**config.mk**
```make
export PLATFORM = sky130hd
export DESIGN_NAME = ea_operand_unit
export DESIGN_NICKNAME = d
export VERILOG_FILES = /design/src/rtl/ea_pkg.sv /design/src/rtl/ea_addr_gen.sv /design/src/rtl/ea_mem_port.sv /design/src/rtl/ea_stack_ptr.sv /design/src/rtl/ea_operand_unit.sv
export SDC_FILE = /design/constraint.sdc
export NUM_CORES = 1
export LEC_CHECK = 0
export BUFFER_PORTS_ARGS = -buffer_cell sky130_fd_sc_hd__buf_4
export CAP_MARGIN = 40
export CORE_MARGIN = 2
export CORE_UTILIZATION = 48
export DETAILED_ROUTE_END_ITERATION = 8
export PLACE_DENSITY = 0.78
export SYNTH_ARGS = -nofsm -noshare
export SYNTH_HDL_FRONTEND = slang
export SYNTH_SLANG_ARGS = --single-unit
```
**constraint.sdc**
```tcl
create_clock -name clk -period 3.64 [get_ports clk]
set_clock_uncertainty 0.1 [all_clocks]
set_input_delay 0.364 -clock clk [delete_from_list [all_inputs] [get_ports clk]]
set_output_delay 0.364 -clock clk [all_outputs]
set_load 0.03 [all_outputs]
```
**src/rtl/ea_pkg.sv**
```systemverilog
package ea_pkg;

  typedef enum logic [3:0] {
    AM_IMM  = 4'd0,
    AM_DIR  = 4'd1,
    AM_IND  = 4'd2,
    AM_REG  = 4'd3,
    AM_RIND = 4'd4,
    AM_DISP = 4'd5,
    AM_REL  = 4'd6,
    AM_IDXI = 4'd7,
    AM_POST = 4'd8,
    AM_PRE  = 4'd9,
    AM_POP  = 4'd10
  } amode_e;

  localparam logic [3:0] AM_LAST = 4'd10;

  typedef enum logic [1:0] {
    ST_IDLE = 2'd0,
    ST_CALC = 2'd1,
    ST_WAIT = 2'd2
  } fsm_e;

  function automatic logic mode_legal(input logic [3:0] m);
    return m <= AM_LAST;
  endfunction

endpackage

```
**src/rtl/ea_addr_gen.sv**
```systemverilog
module ea_addr_gen
  import ea_pkg::*;
#(
  parameter int DW = 16
) (
  input  logic [3:0]    mode,
  input  logic [DW-1:0] a_fld,
  input  logic [DW-1:0] reg_val,
  input  logic [DW-1:0] pc_val,
  input  logic [DW-1:0] sp_val,
  output logic [DW-1:0] base
);

  // First address each memory-using mode sends out.
  always_comb begin
    case (mode)
      AM_RIND:                   base = reg_val;
      AM_DISP, AM_IDXI, AM_PRE:  base = a_fld + reg_val;
      AM_REL:                    base = a_fld + pc_val;
      AM_POP:                    base = sp_val;
      default:                   base = a_fld;
    endcase
  end

endmodule

```
**src/rtl/ea_mem_port.sv**
```systemverilog
module ea_mem_port #(
  parameter int DW = 16
) (
  input  logic          clk,
  input  logic          rst,
  input  logic          go,
  input  logic [DW-1:0] go_addr,
  output logic          mem_req,
  output logic [DW-1:0] mem_addr,
  input  logic          mem_valid,
  input  logic [DW-1:0] mem_rdata,
  output logic          resp_vld,
  output logic [DW-1:0] resp_data
);

  logic          req_q;
  logic          pend_q;
  logic [DW-1:0] addr_q;

  always_ff @(posedge clk) begin
    if (rst) begin
      req_q  <= 1'b0;
      pend_q <= 1'b0;
      addr_q <= '0;
    end else begin
      req_q <= go;
      if (go) begin
        addr_q <= go_addr;
        pend_q <= 1'b1;
      end else if (mem_valid && pend_q) begin
        pend_q <= 1'b0;
      end
    end
  end

  assign mem_req   = req_q;
  assign mem_addr  = addr_q;
  assign resp_vld  = mem_valid && pend_q;
  assign resp_data = mem_rdata;

  AST_ONE_OUTSTANDING: assert property (@(posedge clk) disable iff (rst)
    go |-> (!pend_q || resp_vld));

  AST_REQ_ADDR_HELD: assert property (@(posedge clk) disable iff (rst)
    (pend_q && !go) |=> $stable(mem_addr));

endmodule

```
**src/rtl/ea_stack_ptr.sv**
```systemverilog
module ea_stack_ptr #(
  parameter int          DW      = 16,
  parameter int unsigned SP_INIT = 32'h0000_FFFE
) (
  input  logic          clk,
  input  logic          rst,
  input  logic          pop,
  output logic [DW-1:0] sp
);

  localparam logic [DW-1:0] SP_RST = DW'(SP_INIT);

  logic [DW-1:0] sp_q;

  always_ff @(posedge clk) begin
    if (rst)      sp_q <= SP_RST;
    else if (pop) sp_q <= sp_q + DW'(1);
  end

  assign sp = sp_q;

  AST_SP_HOLD: assert property (@(posedge clk) disable iff (rst)
    !pop |=> $stable(sp_q));

  AST_SP_STEP: assert property (@(posedge clk) disable iff (rst)
    pop |=> (sp_q == $past(sp_q) + DW'(1)));

endmodule

```
**src/rtl/ea_operand_unit.sv**
```systemverilog
module ea_operand_unit
  import ea_pkg::*;
#(
  parameter int          DW      = 16,
  parameter int          RW      = 3,
  parameter int unsigned SP_INIT = 32'h0000_FFFE
) (
  input  logic          clk,
  input  logic          rst,
  input  logic          start,
  input  logic [3:0]    mode,
  input  logic [DW-1:0] a_field,
  input  logic [RW-1:0] reg_sel,
  input  logic [1:0]    level,
  input  logic [DW-1:0] pc_in,
  output logic          busy,
  output logic          done,
  output logic          err,
  output logic [DW-1:0] ea,
  output logic [DW-1:0] operand,
  output logic [RW-1:0] rf_raddr,
  input  logic [DW-1:0] rf_rdata,
  output logic          rf_we,
  output logic [RW-1:0] rf_waddr,
  output logic [DW-1:0] rf_wdata,
  output logic          mem_req,
  output logic [DW-1:0] mem_addr,
  input  logic          mem_valid,
  input  logic [DW-1:0] mem_rdata,
  output logic [DW-1:0] sp
);

  fsm_e          state_q;
  logic [3:0]    mode_q;
  logic [DW-1:0] a_q;
  logic [RW-1:0] r_q;
  logic [1:0]    lvl_q;
  logic [DW-1:0] pc_q;
  logic [DW-1:0] rv_q;
  logic [DW-1:0] cur_q;
  logic [1:0]    hops_q;
  logic [DW-1:0] op_q;
  logic [DW-1:0] ea_q;
  logic          done_q;
  logic          err_q;
  logic          wb_q;
  logic [DW-1:0] wbd_q;

  logic [DW-1:0] base;
  logic          go;
  logic [DW-1:0] go_addr;
  logic          resp_vld;
  logic [DW-1:0] resp_data;
  logic [DW-1:0] hop_addr;
  logic          no_mem;
  logic          last_rd;
  logic          pop;

  ea_addr_gen #(.DW(DW)) u_agen (
    .mode    (mode_q),
    .a_fld   (a_q),
    .reg_val (rf_rdata),
    .pc_val  (pc_q),
    .sp_val  (sp),
    .base    (base)
  );

  ea_mem_port #(.DW(DW)) u_port (
    .clk       (clk),
    .rst       (rst),
    .go        (go),
    .go_addr   (go_addr),
    .mem_req   (mem_req),
    .mem_addr  (mem_addr),
    .mem_valid (mem_valid),
    .mem_rdata (mem_rdata),
    .resp_vld  (resp_vld),
    .resp_data (resp_data)
  );

  ea_stack_ptr #(.DW(DW), .SP_INIT(SP_INIT)) u_sp (
    .clk (clk),
    .rst (rst),
    .pop (pop),
    .sp  (sp)
  );

  // Combinational steering between the sequencer and the read port
  assign no_mem   = (mode_q == AM_IMM) || (mode_q == AM_REG);
  assign hop_addr = resp_data + ((mode_q == AM_POST) ? rv_q : '0);
  assign last_rd  = (state_q == ST_WAIT) && resp_vld && (hops_q == 2'd0);
  assign pop      = last_rd && (mode_q == AM_POP);
  assign go       = ((state_q == ST_CALC) && !no_mem) ||
                    ((state_q == ST_WAIT) && resp_vld && (hops_q != 2'd0));
  assign go_addr  = (state_q == ST_CALC) ? base : hop_addr;

  always_ff @(posedge clk) begin
    if (rst) begin
      state_q <= ST_IDLE;
      mode_q  <= '0;
      a_q     <= '0;
      r_q     <= '0;
      lvl_q   <= '0;
      pc_q    <= '0;
      rv_q    <= '0;
      cur_q   <= '0;
      hops_q  <= '0;
      op_q    <= '0;
      ea_q    <= '0;
      done_q  <= 1'b0;
      err_q   <= 1'b0;
      wb_q    <= 1'b0;
      wbd_q   <= '0;
    end else begin
      done_q <= 1'b0;
      err_q  <= 1'b0;
      wb_q   <= 1'b0;
      case (state_q)
        ST_IDLE: begin
          if (start) begin
            if (!mode_legal(mode) || ((mode == AM_IND) && (level == 2'd0))) begin
              err_q <= 1'b1;
            end else begin
              mode_q  <= mode;
              a_q     <= a_field;
              r_q     <= reg_sel;
              lvl_q   <= level;
              pc_q    <= pc_in;
              state_q <= ST_CALC;
            end
          end
        end
        ST_CALC: begin
          rv_q <= rf_rdata;
          if (mode_q == AM_IMM) begin
            op_q    <= a_q;
            ea_q    <= a_q;
            done_q  <= 1'b1;
            state_q <= ST_IDLE;
          end else if (mode_q == AM_REG) begin
            op_q    <= rf_rdata;
            ea_q    <= DW'(r_q);
            done_q  <= 1'b1;
            state_q <= ST_IDLE;
          end else begin
            cur_q <= base;
            if (mode_q == AM_IND)                            hops_q <= lvl_q;
            else if ((mode_q == AM_POST) || (mode_q == AM_PRE)) hops_q <= 2'd1;
            else                                              hops_q <= 2'd0;
            state_q <= ST_WAIT;
          end
        end
        ST_WAIT: begin
          if (resp_vld) begin
            if (hops_q != 2'd0) begin
              hops_q <= hops_q - 2'd1;
              cur_q  <= hop_addr;
            end else begin
              op_q    <= resp_data;
              ea_q    <= cur_q;
              done_q  <= 1'b1;
              state_q <= ST_IDLE;
              if (mode_q == AM_IDXI) begin
                wb_q  <= 1'b1;
                wbd_q <= rv_q + DW'(1);
              end
            end
          end
        end
        default: state_q <= ST_IDLE;
      endcase
    end
  end

  assign busy     = (state_q != ST_IDLE);
  assign done     = done_q;
  assign err      = err_q;
  assign ea       = ea_q;
  assign operand  = op_q;
  assign rf_raddr = r_q;
  assign rf_we    = wb_q;
  assign rf_waddr = r_q;
  assign rf_wdata = wbd_q;

  AST_DONE_ERR_EXCL: assert property (@(posedge clk) disable iff (rst)
    !(done_q && err_q));

  AST_DONE_PULSE: assert property (@(posedge clk) disable iff (rst)
    done_q |=> (!done_q && !busy));

  AST_FAST_MODES: assert property (@(posedge clk) disable iff (rst)
    ((state_q == ST_CALC) && no_mem) |=> (done_q && !mem_req));

  AST_WB_ONLY_IDX: assert property (@(posedge clk) disable iff (rst)
    rf_we |-> (done_q && (mode_q == AM_IDXI)));

  AST_ERR_QUIET: assert property (@(posedge clk) disable iff (rst)
    err_q |-> (!busy && !mem_req));

  AST_IDLE_NO_REQ: assert property (@(posedge clk) disable iff (rst)
    ((state_q == ST_IDLE) && !$past(go)) |-> !mem_req);

endmodule

```
==> results.md <==
- Most frequent CP cell: buf_4
- Top delay family on crit path: compound AO/OA/AOI/OAI gates
- WS Path Type: flop to flop
- Crit start category: flop
- Area delta synth->final: 24.90%
- Critical Path Sink Type: flop
- Max-slew violations: 0
- Max_slew headroom: between 40% and 50%
- Top cells by count, synth: nand2_1, dfxtp_1, nor2_1
- Cts hold-fix bufs: 0
- Pre-CTS setup slack: 0.07588 ns
- Antenna cells: 0
- Residual DRC: 0
- CTS H-tree lvls: 4
- Die area: roughly 0.02 sq mm
- Pre-Repair DR Iteration Count: 7
- Most frequent cell after synthesis: nand2_1
- Clock Tree Buf Depth: 2
- Actual slew at the worst max-slew pin: about 0.83 ns
- Leakage Power: 0.004728 uW
- Cell Area, Synth: 0.009250 sq mm
- Register area share after synthesis: 35.06%
- Largest net degree at the start of global routing: 73
- Total wire length: approximately 32000 microns
- Worst reg2reg setup slack: 0.1 ns
- Antenna Nets Post-Route: 0
- Total of max-cap violations: 0
- Vias per cell: ~6
- Fmax: 0.2824 GHz
- Core ar.: 0.01883 sq mm
- Die X: 142.8 microns
- Min-Delay Startpoint: a_field[9]
- CTS tree: yes
- Ys flop type: dfxtp_1
- Status: complete, no violations
- Worst path slowest cell: mux2_2
- Worst r2r path cells: 14
- Avg Inst Size Synth: 7.780 sq um
- Initial antenna violation count: 0
- Mapped Nets: between 1000 and 1500
- Critical R2R Launch: mode_q[0]
- Max incr delay on CP: approximately 0.33 ns
- Wire per inst: about 20 microns
- Endpoint of the worst hold path: a_q[9]
- Fraction of registers with async set/reset: 0%
- Clk_lat worst skew: 0.44 ns
- NumNets Final: approximately 1500
- Crit path cell chain: nand2b_2 -> nor2_4 -> buf_4 -> buf_4 -> mux2_2 -> ha_1 -> a21oi_2 -> a21oi_4 -> o221ai_4 -> a31oi_2 -> o31a_1 -> o31ai_2 -> a21oi_1 -> a211oi_1
- Worst setup margin: 0.09879 ns
- Switching Share: 30.73%
- Warnings, synthesis: 0
- I/O pin cnt: around 170
- Psw: 1472 uW
- Comb pwr share: 21.6%
- CTS Root Cell: clkbuf_16
- Max VDD drop: ~0.36 mV
- GPL Wtd Cong: 0.9571
- Min cycle time layout: 3.541 ns
- Fill cell count: 1701
- GRT overflow: 0
- Clk network pwr share: 37.7%
- Tcrit/Tclk final: between 90% and 100%
- Inserted Clock Buffers: 17
- Detailed Route Iter0 Violations: 1000
- Sequential cell area: 0.003243 sq mm
- Worst hold path class: primary input to flop
- Final hold vios: 0
- Vias in the first global route: 8847
- Input/output buffers: approximately 170
- Cell taking the most area after synthesis: dfxtp_1
- Crit path DAT: 3.78 ns
- Flop pwr share: 40.7%
- Routed via count: 9561
- CP bufs+invs: 2
- Synth Instances: between 1000 and 1500
- Internal power: 3319 uW
- Critical Path Fanout Max: 5
- Netlist cell types: 68
- Ranking of synthesized cells by area: dfxtp_1, nand2_1, a21oi_1
- Area fraction of the dominant cell type after synthesis: between 30% and 40%
- Sink Count: 162
- # setup viols final: 0
- Detailed placement HPWL: about 24000 microns
- Core Util, Final: between 60% and 70%
- WP depth: 14
- First-pass GRT wire length: 48420 microns
- Crit Reg-Reg Endpoint: cur_q[14]
- Worst Hold Path Cells: 3
- Tot GR Track Use: 30.85%
- Die Span Y: 142.8 microns
- Cell Pwr Density: 414.7 mW/mm^2
- Row cnt: 50
- Initial core utilization: slightly below 50%
- Yosys reg bits: between 150 and 200
- Worst-path clk slew: 0.07 ns
- CP Data Required Time: 3.88 ns
- Area of the multi-input gates: around 0.0057 sq mm
- Layout cell share with drive strength beyond 1: 21.51%
- EDFF count, synth: 0
## state kept, by name, summed over array words and instances, names as in the netlist
name,flops
a_q,16
cur_q,16
done,1
ea,16
err,1
hops_q,2
lvl_q,2
mode_q,4
operand,16
pc_q,16
rf_raddr,3
rf_wdata,16
rf_we,1
rv_q,16
state_q,2
u_port.mem_addr,16
u_port.mem_req,1
u_port.pend_q,1
u_sp.sp,16
## worst max path at each step
stage / to / slack [ns] / from
floorplan: u_port.mem_addr[12] / 0.08 / mode_q[3]
global placement: u_port.mem_addr[12] / 0.1 / mode_q[2]
detailed placement: cur_q[12] / 0.08 / mode_q[2]
CTS: cur_q[10] / 0.09 / mode_q[0]
global route: u_port.mem_addr[14] / -0.04 / mode_q[0]
finish: cur_q[14] / 0.1 / mode_q[0]
## cells by family (layout without fill, tap and decap cells)
| kind of cell | after synthesis | in the layout | synth area share, % |
|---|---|---|---|
| muxes | 51 | 51 | 5.735 |
| xor gates and xnor gates | 43 | 43 | 4.072 |
| buffers and inverters | 104 | 268 | 4.464 |
| AOI/OAI and AO/OA | 317 | 317 | 22.45 |
| and+or+nand+nor | 471 | 471 | 22.51 |
| adders and majority gates | 41 | 41 | 5.708 |
| DFF | 162 | 162 | 35.06 |
## layout make-up
type | count | share of cell area, %
repair buffers | 209 | 13.58
flip-flops and latches | 162 | 28.07
clock buffers | 20 | 3.780
well taps | 260 | 2.816
multi-input cells | 923 | 49.62
inverters | 29 | 0.9422
clock inverters | 10 | 1.191
## what timing repair did
| action | CTS | global route |
|---|---|---|
| pin swaps | 0 | 3 |
| endpoints found under the setup margin | 2 | 13 |
| gates resized for setup | 2 | 21 |
| setup buffers | 0 | 6 |
## through the flow
stage	instances	setup TNS (ns)	area, sq um	total power, uW	hold WS (ns)
detailed placement	1577	0	10810	2977	0.3466
finish	1613	0	11550	4791	0.06766
global placement	1576	0	10810	2963	0.3432
CTS	1607	0	11400	4765	0.06586
floorplan	1189	0	9251	2602	0.3328
global route	1613	-0.09996	11550	4962	0.07507
## worst min-delay path, delay by kind of cell
kind | cells | cell delay [ns]
buffers and inverters | 1 | 0.11
and+or+nand+nor | 1 | 0.05
AOI/OAI and AO/OA | 1 | 0.05
## power groups by stage
stage | sequential (uW) | combinational [uW] | clock [uW]
2_1_floorplan | 2030 | 572 | 0
4_1_cts | 1950 | 1000 | 1820
3_5_place_dp | 1980 | 994 | 0
6_report | 1950 | 1030 | 1810
3_3_place_gp | 1980 | 981 | 0
5_1_grt | 1960 | 1120 | 1890
## placed cells by master (no fill, tap or decap), types with 19 or more instances in the layout
cell type / synthesis / layout
ha_1: 39 / 37
a211oi_1: 49 / 46
xor2_1: 28 / 27
buf_4: 4 / 209
inv_1: 28 / 28
dfxtp_1: 162 / 162
mux2i_1: 35 / 35
nand3_1: 20 / 19
a21oi_1: 132 / 131
nand2_1: 182 / 182
o21ai_0: 24 / 23
nor3_1: 27 / 25
and3_1: 30 / 30
nor2_1: 152 / 152
## per-layer routing
metal / vias to the layer above / wire length (microns) / global-route usage (%)
met5: - / 0 / 0
li1: 4520 / - / -
met2: 480 / 14350 / 48.91
met1: 4449 / 13500 / 41.10
met3: 112 / 2357 / 4.427
met4: 0 / 1692 / 15.48
(Power assumes the default switching activity.)
